==> src/rtl/uart_ctl_pkg.sv <==
package uart_ctl_pkg;
  typedef enum logic [1:0] {
    CHM_NORMAL = 2'd0,
    CHM_ECHO   = 2'd1,
    CHM_LOCAL  = 2'd2,
    CHM_REMOTE = 2'd3
  } chan_mode_e;

  // control word bit positions
  localparam int CB_RX_RST   = 0;
  localparam int CB_TX_RST   = 1;
  localparam int CB_RX_ON    = 2;
  localparam int CB_RX_OFF   = 3;
  localparam int CB_TX_ON    = 4;
  localparam int CB_TX_OFF   = 5;
  localparam int CB_TO_RST   = 6;
  localparam int CB_BRK_GO   = 7;
  localparam int CB_BRK_HALT = 8;
  localparam int CTRL_W      = 9;
  localparam logic [CTRL_W-1:0] CTRL_RESET = 9'h128;

  // mode word: channel mode field position
  localparam int MODE_LSB = 8;
  localparam int CFG_W    = MODE_LSB + 2;

  // self-clearing command bits, one strobe each
  localparam int N_STB = 3;
  localparam int STB_BIT [N_STB] = '{CB_RX_RST, CB_TX_RST, CB_TO_RST};
endpackage

==> src/rtl/uart_ctl_regs.sv <==
module uart_ctl_regs
  import uart_ctl_pkg::*;
(
  input  logic                   clk,
  input  logic                   rst_n,
  input  logic                   cfg_we,
  input  logic                   cfg_sel,
  input  logic [CFG_W-1:0]       cfg_wdata,
  output logic                   rx_en,
  output logic                   tx_en,
  output logic                   brk_o,
  output chan_mode_e             chan_mode,
  output logic [N_STB-1:0]       stb_o
);
  logic ctrl_wr, mode_wr;
  assign ctrl_wr = cfg_we && !cfg_sel;
  assign mode_wr = cfg_we &&  cfg_sel;

  // stored (non self-clearing) control bits
  logic rx_on_q, rx_off_q, tx_on_q, tx_off_q, brk_go_q, brk_halt_q;

  always_ff @(posedge clk or negedge rst_n) begin
    if (!rst_n) begin
      rx_on_q    <= CTRL_RESET[CB_RX_ON];
      rx_off_q   <= CTRL_RESET[CB_RX_OFF];
      tx_on_q    <= CTRL_RESET[CB_TX_ON];
      tx_off_q   <= CTRL_RESET[CB_TX_OFF];
      brk_go_q   <= CTRL_RESET[CB_BRK_GO];
      brk_halt_q <= CTRL_RESET[CB_BRK_HALT];
    end else if (ctrl_wr) begin
      rx_on_q    <= cfg_wdata[CB_RX_ON];
      rx_off_q   <= cfg_wdata[CB_RX_OFF];
      tx_on_q    <= cfg_wdata[CB_TX_ON];
      tx_off_q   <= cfg_wdata[CB_TX_OFF];
      brk_go_q   <= cfg_wdata[CB_BRK_GO];
      brk_halt_q <= cfg_wdata[CB_BRK_HALT];
    end
  end

  always_ff @(posedge clk or negedge rst_n) begin
    if (!rst_n)      chan_mode <= CHM_NORMAL;
    else if (mode_wr) chan_mode <= chan_mode_e'(cfg_wdata[MODE_LSB +: 2]);
  end

  // one flop per command bit: high for the cycle after the write only
  for (genvar g = 0; g < N_STB; g++) begin : g_stb
    always_ff @(posedge clk or negedge rst_n) begin
      if (!rst_n) stb_o[g] <= 1'b0;
      else        stb_o[g] <= ctrl_wr && cfg_wdata[STB_BIT[g]];
    end
  end

  // disable dominates enable
  assign rx_en = rx_on_q && !rx_off_q;
  assign tx_en = tx_on_q && !tx_off_q;
  assign brk_o = brk_go_q && !brk_halt_q;
endmodule

==> src/rtl/uart_chan_router.sv <==
module uart_chan_router
  import uart_ctl_pkg::*;
#(
  parameter int DATA_W = 8
) (
  input  chan_mode_e        chan_mode,
  input  logic              rx_en,
  input  logic              tx_en,
  input  logic              line_valid,
  input  logic [DATA_W-1:0] line_data,
  output logic              line_ready,
  input  logic              host_valid,
  input  logic [DATA_W-1:0] host_data,
  output logic              host_ready,
  output logic              rxq_valid,
  output logic [DATA_W-1:0] rxq_data,
  input  logic              rxq_ready,
  output logic              txq_valid,
  output logic [DATA_W-1:0] txq_data,
  input  logic              txq_ready
);
  logic line_to_rx, line_to_tx, host_to_rx, host_to_tx;

  always_comb begin
    line_to_rx = 1'b0;
    line_to_tx = 1'b0;
    host_to_rx = 1'b0;
    host_to_tx = 1'b0;
    unique case (chan_mode)
      CHM_NORMAL: begin line_to_rx = rx_en; host_to_tx = tx_en; end
      CHM_ECHO:   begin line_to_rx = rx_en; line_to_tx = tx_en; end
      CHM_LOCAL:  host_to_rx = rx_en;
      CHM_REMOTE: line_to_tx = tx_en;
      default: ;
    endcase
  end

  // joint acceptance when a line character fans out to both sinks
  logic line_rx_go, line_tx_go;
  assign line_rx_go = !line_to_tx || txq_ready;
  assign line_tx_go = !line_to_rx || rxq_ready;

  always_comb begin
    if (host_to_rx) begin
      rxq_valid = host_valid;
      rxq_data  = host_data;
    end else begin
      rxq_valid = line_valid && line_to_rx && line_rx_go;
      rxq_data  = line_data;
    end
    if (host_to_tx) begin
      txq_valid = host_valid;
      txq_data  = host_data;
    end else begin
      txq_valid = line_valid && line_to_tx && line_tx_go;
      txq_data  = line_data;
    end
  end

  // unrouted or disabled traffic is consumed at once
  assign line_ready = (!line_to_rx || rxq_ready) && (!line_to_tx || txq_ready);
  assign host_ready = (!host_to_rx || rxq_ready) && (!host_to_tx || txq_ready);
endmodule

==> src/rtl/uart_ctl_router.sv <==
module uart_ctl_router
  import uart_ctl_pkg::*;
#(
  parameter int DATA_W = 8
) (
  input  logic              clk,
  input  logic              rst_n,
  input  logic              cfg_we,
  input  logic              cfg_sel,
  input  logic [CFG_W-1:0]  cfg_wdata,
  input  logic              line_valid,
  input  logic [DATA_W-1:0] line_data,
  output logic              line_ready,
  input  logic              host_valid,
  input  logic [DATA_W-1:0] host_data,
  output logic              host_ready,
  output logic              rxq_valid,
  output logic [DATA_W-1:0] rxq_data,
  input  logic              rxq_ready,
  output logic              txq_valid,
  output logic [DATA_W-1:0] txq_data,
  input  logic              txq_ready,
  output logic              rx_rst_o,
  output logic              tx_rst_o,
  output logic              to_restart_o,
  output logic              brk_o
);
  logic             rx_en, tx_en;
  chan_mode_e       chan_mode;
  logic [N_STB-1:0] stb;

  uart_ctl_regs u_regs (
    .clk       (clk),
    .rst_n     (rst_n),
    .cfg_we    (cfg_we),
    .cfg_sel   (cfg_sel),
    .cfg_wdata (cfg_wdata),
    .rx_en     (rx_en),
    .tx_en     (tx_en),
    .brk_o     (brk_o),
    .chan_mode (chan_mode),
    .stb_o     (stb)
  );

  assign rx_rst_o     = stb[0];
  assign tx_rst_o     = stb[1];
  assign to_restart_o = stb[2];

  uart_chan_router #(.DATA_W(DATA_W)) u_route (
    .chan_mode  (chan_mode),
    .rx_en      (rx_en),
    .tx_en      (tx_en),
    .line_valid (line_valid),
    .line_data  (line_data),
    .line_ready (line_ready),
    .host_valid (host_valid),
    .host_data  (host_data),
    .host_ready (host_ready),
    .rxq_valid  (rxq_valid),
    .rxq_data   (rxq_data),
    .rxq_ready  (rxq_ready),
    .txq_valid  (txq_valid),
    .txq_data   (txq_data),
    .txq_ready  (txq_ready)
  );
endmodule

==> config.mk <==
export PLATFORM = sky130hd
export DESIGN_NAME = uart_ctl_router
export DESIGN_NICKNAME = d
export VERILOG_FILES = /design/src/rtl/uart_ctl_pkg.sv /design/src/rtl/uart_ctl_regs.sv /design/src/rtl/uart_chan_router.sv /design/src/rtl/uart_ctl_router.sv
export SDC_FILE = /design/constraint.sdc
export NUM_CORES = 1
export LEC_CHECK = 0
export BUFFER_PORTS_ARGS = -buffer_cell sky130_fd_sc_hd__buf_2
export CORE_MARGIN = 2
export CORE_UTILIZATION = 40
export CTS_CLUSTER_SIZE = 28
export DETAILED_ROUTE_END_ITERATION = 6
export HOLD_SLACK_MARGIN = 0.15
export PLACE_DENSITY_LB_ADDON = 0.25
export SLEW_MARGIN = 20
export SYNTH_ARGS = -nofsm -noshare
export SYNTH_HDL_FRONTEND = slang
export SYNTH_SLANG_ARGS = --single-unit
export TNS_END_PERCENT = 5
==> constraint.sdc <==
create_clock -name clk -period 4.6 [get_ports clk]
set_clock_uncertainty 0.05 [all_clocks]
set_input_delay 1.38 -clock clk [delete_from_list [all_inputs] [get_ports clk]]
set_output_delay 1.38 -clock clk [all_outputs]
set_load 0.005 [all_outputs]
**After elaboration in Yosys (flattened, before gate mapping)**

Cells that the tools add are included.

- Logic and storage cells: 50
- Input bits: 34
- Output and inout port bits: 24
- Register bits: 11

- Reduce and logical (&&, ||, !) cells: 29
- Equality and inequality tests: 3
- Mux-type cells: 8

Operators by type and width:

| kind | number |
|---|---|
| 2-to-1 mux 8 bit | 2 |
| logical AND 1 bit | 14 |
| logical NOT 1 bit | 8 |
| 2-to-1 mux 1 bit | 6 |
| == test 2 bit, second input constant | 2 |
| logical OR 1 bit | 4 |
| OR reduction 2 bit | 2 |
| == test 2 x 1 -> 1 bit, second input constant | 1 |
| logical NOT 2 bit | 1 |

**Longest topological paths before layout**

- Depth after elaboration: 7
- Depth in mapped cells: 3
- Depth with buffers taken out: 2

**Hierarchy**

A second synthesis with hierarchy kept.

- Cell total of the unflattened synthesis: 58
- Area, all modules: 745.7 um2

Modules (own cells, without submodules):

| module | seq. area each (um2) | cells an instance | area an instance (um2) | times used |
|---|---|---|---|---|
| uart_ctl_regs | 279.0 | 28 | 461.7 | 1 |
| uart_chan_router | 0.0 | 30 | 284.0 | 1 |

**Worst setup path after synthesis**

OpenSTA, ideal clock, no wires.

- Kind: input-to-output
- Start point: input port line_valid
- End point: output port rxq_valid
- Cell stages on the path: 2
- Buffers on the path: 0
- Data required time: 3170 ps
- Setup slack: 1264 ps
- Arrival: 1906 ps
- Path through: or4bb_1 > o2bb2ai_1

- Word-level cells in the longest chain between the ends: 3

RTL lines:

| what | line | text |
|---|---|---|
| start, declared | uart_ctl_router.sv:11 | `input logic line_valid,` |
| logical AND 1 bit (2 in series) | uart_chan_router.sv:48 | `rxq_valid = line_valid && line_to_rx && line_rx_go;` |
| 2-to-1 mux 1 bit | uart_chan_router.sv:44 | `if (host_to_rx) begin` |
| end, declared | uart_ctl_router.sv:17 | `output logic rxq_valid,` |

No other way between the ends.

**Worst setup path in the final report**

Ends and elaborated chain as after synthesis.

==> metrics.md <==
| Metric | Value |
|---|---|
| Crit path DAT | `around 2100 ps` |
| Crit Path Max Fanout | `2` |
| Die Ht | `approximately 46 um` |
| Yosys Warn Count | `0` |
| # IOs | `58` |
| Core area | `between 1500 and 2000 sq um` |
| Critical Path RT | `roughly 3200 ps` |
| Port Buffers | `57` |
| Starting DRT DRC Count | `6` |
| Hold-fix buffers, CTS | `0` |
| Final worst slack | `about 1000 ps` |
| Post-synthesis sequential area ratio | `39.8%` |
| Multiplexer area fraction after synthesis | `38.5%` |
| Drt pass-1 iters | `2` |
| Post-synthesis cell type count | `17` |
| Via-per-instance ratio | `5.02` |
| Synth Area in Compound Gates | `roughly 3.6%` |
| Post-cts sizing count | `0` |
| PwrDens | `about 260 nW/um^2` |
| Post-Syn Area | `approximately 700 sq um` |
| ANT cells | `0` |
| Post-CTS setup buffers | `0` |
| NetSw | `72.3 uW` |
| Overall Global Routing Usage | `between 10 and 15%` |
| Routed wire length per instance | `about 12 um` |
| Area grow syn2layout | `48.1%` |
| Power share of the clock group | `23.9%` |
| First-pass GRT wire length | `2150 um` |
| Status | `completed` |
| Die ar. | `around 2100 sq um` |
| CTS HTree Levels | `1` |
| Sw frac | `between 20 and 30%` |
| CP Class | `input pin to output pin` |
| Maximum clock rate | `approximately 0.28 GHz` |
| EDFF count, synth | `0` |
| Pre-CTS setup slack | `roughly 1000 ps` |
| Clock-pin slew on the worst setup and hold paths | `~70 ps` |
| Synth Register Bits | `11` |
| Rel. slew slack | `between 50% and 60%` |
| Post-Synth Simple-Gate Area | `between 10% and 20%` |
| Final nets | `150` |
| Post-synth ARST share | `100%` |
| TritonCTS buffer count | `3` |
| DIE WIDTH | `between 40 and 50 um` |
| Initial antenna violation count | `0` |
| Slew Limit Fails | `0` |
| Top cells by area, synth | `mux2_2 (39%), dfrtp_1 (29%), dfstp_2 (11%)` |
| Dpl cell area | `1010 sq um` |
| Cells after Synth | `55` |
| Largest net degree at the start of global routing | `12` |
| Reg power frac | `a little under half` |
| CTS Sinks | `11` |
| Part of the power in combinational logic | `a little under a third` |
| Detailed-route wire length | `~1600 um` |
| Internal Power | `197 uW` |
| Antenna Nets Post-Route | `0` |
| Root buf cell | `clkbuf_4` |
| Crit path time final | `roughly 3600 ps` |
| CTS tree | `done` |
| Post-synthesis adder-cell area fraction | `0%` |
| # DRC | `0` |
| Share of cells above drive strength 1 | `roughly four fifths` |
| Final instance area | `1040 sq um` |
| Setup TNS | `0 ps` |
| Hold Fails Final Rpt | `0` |
| HPWL Detailed | `1300 um` |
| Final setup viols | `0` |
| Aggregate global routing overflow | `0` |
| Largest family of logic cells by synthesized area | `multiplexers` |
| Worst VDD drop | `about 0.19 mV` |
| Min-Delay Path Class | `flop to flop` |
| Final cycle utilization of the critical path | `77.5%` |
| Longest Clk Path Bufs | `2` |
| Number of max-cap violations | `0` |
| Dominant cell type by area after synthesis | `mux2_2` |
| Vias in the first global route | `524` |
| Post-synth top cells | `mux2_2 (24), dfrtp_1 (8), and2_1 (3), dfstp_2 (3)` |
| Yosys top cell area share | `roughly 39%` |
| Post-Synthesis Mean Instance Area | `approximately 13 sq um` |
| Ys flop type | `dfrtp_1` |
| GPL Wtd Cong | `around 0.69` |
| Via count | `about 660` |
| Worst setup EP type | `output pin` |
| Top-count cell post-synth | `mux2_2` |
| Leakage | `roughly 0.00052 uW` |
| RSZ-0062 raised after global routing | `false` |
| Xor/xnor share of the synthesized area | `0%` |
| Num rows | `15` |
| Starting Density | `41.6%` |
| Clk_lat worst skew | `260 ps` |
| Mapped Nets | `roughly 90` |
| CP Launch Type | `input pin` |
| Worst-margin pin slew | `around 640 ps` |
-- power groups by stage --
| stage | combinational (uW) | clock, uW | sequential (uW) |
|---|---|---|---|
| after floorplan | 44.3 | 0 | 122 |
| after global placement | 80.1 | 0 | 125 |
| after detailed placement | 82.2 | 0 | 126 |
| after CTS | 82.6 | 67.0 | 124 |
| after global routing | 88.7 | 72.8 | 125 |
| final | 81.2 | 64.5 | 124 |
-- metal layers --
layer	up-vias	global-route usage, %	routed length (um)
li1	325	-	-
met2	23	25.3	855
met5	-	0	0
met3	0	5.16	107
met1	315	15.9	632
met4	0	1.71	0
-- layout make-up --
type                            count  area, sq um
Multi-Input combinational cell     40          413
Fill cell                         164          649
Clock buffer                        4         26.3
Sequential cell                    11          279
Tap cell                           17         21.3
Inverter                            2         7.51
Timing Repair Buffer               58          293
-- logic make-up after synthesis --
logic type,count (synthesis)
flip-flops,11
multiplexers,24
AND/OR/NAND/NOR,13
buffers and inverters,4
AO/OA/AOI/OAI,3
-- flip-flops by register name, summed over array words and instances, names as in the netlist --
name               cells
u_regs.chan_mode       2
u_regs.tx_off_q        1
u_regs.stb_o           3
u_regs.rx_on_q         1
u_regs.tx_on_q         1
u_regs.brk_go_q        1
u_regs.rx_off_q        1
u_regs.brk_halt_q      1
-- layout by cell type, fill, tap and decap left out --
cell,n
o2bb2ai_1,2
nor2b_1,2
inv_1,2
nor4b_1,1
mux2_2,24
clkbuf_1,1
nor4bb_2,1
dfrtp_1,8
and2_1,3
buf_2,57
nand2_1,1
dfstp_2,3
buf_4,1
nor4bb_1,1
a22oi_1,1
clkbuf_4,3
nor4b_4,1
nand4b_1,1
nor2_1,1
or4bb_1,1
-- critical path, cell delays in order --
cell and delay, ps:
buf_2 90, or4bb_1 390, o2bb2ai_1 140, buf_2 130
-- path summary, 6_finish.rpt --
check,cells past startpoint,slack [ps],from,to
min in group asynchronous,1,920,rst_n,u_regs.stb_o[2]
max in group asynchronous,1,3320,rst_n,u_regs.brk_halt_q
setup / recovery,4,1040,line_valid,rxq_valid
hold / removal,1,460,u_regs.brk_go_q,u_regs.brk_go_q
hold reg to reg,1,460,u_regs.brk_go_q,u_regs.brk_go_q
setup reg to reg,1,3700,u_regs.chan_mode[0],u_regs.chan_mode[0]
-- per-stage QoR --
step,hold slack [ps],utilization (%),power (uW),std cells
floorplan,423,-,166,55
global placement,434,60.0,205,128
detailed placement,441,60.0,208,128
CTS,457,61.6,273,132
global route,467,61.6,287,132
finish,457,61.6,269,132
Power figures use the tool's default switching activity.
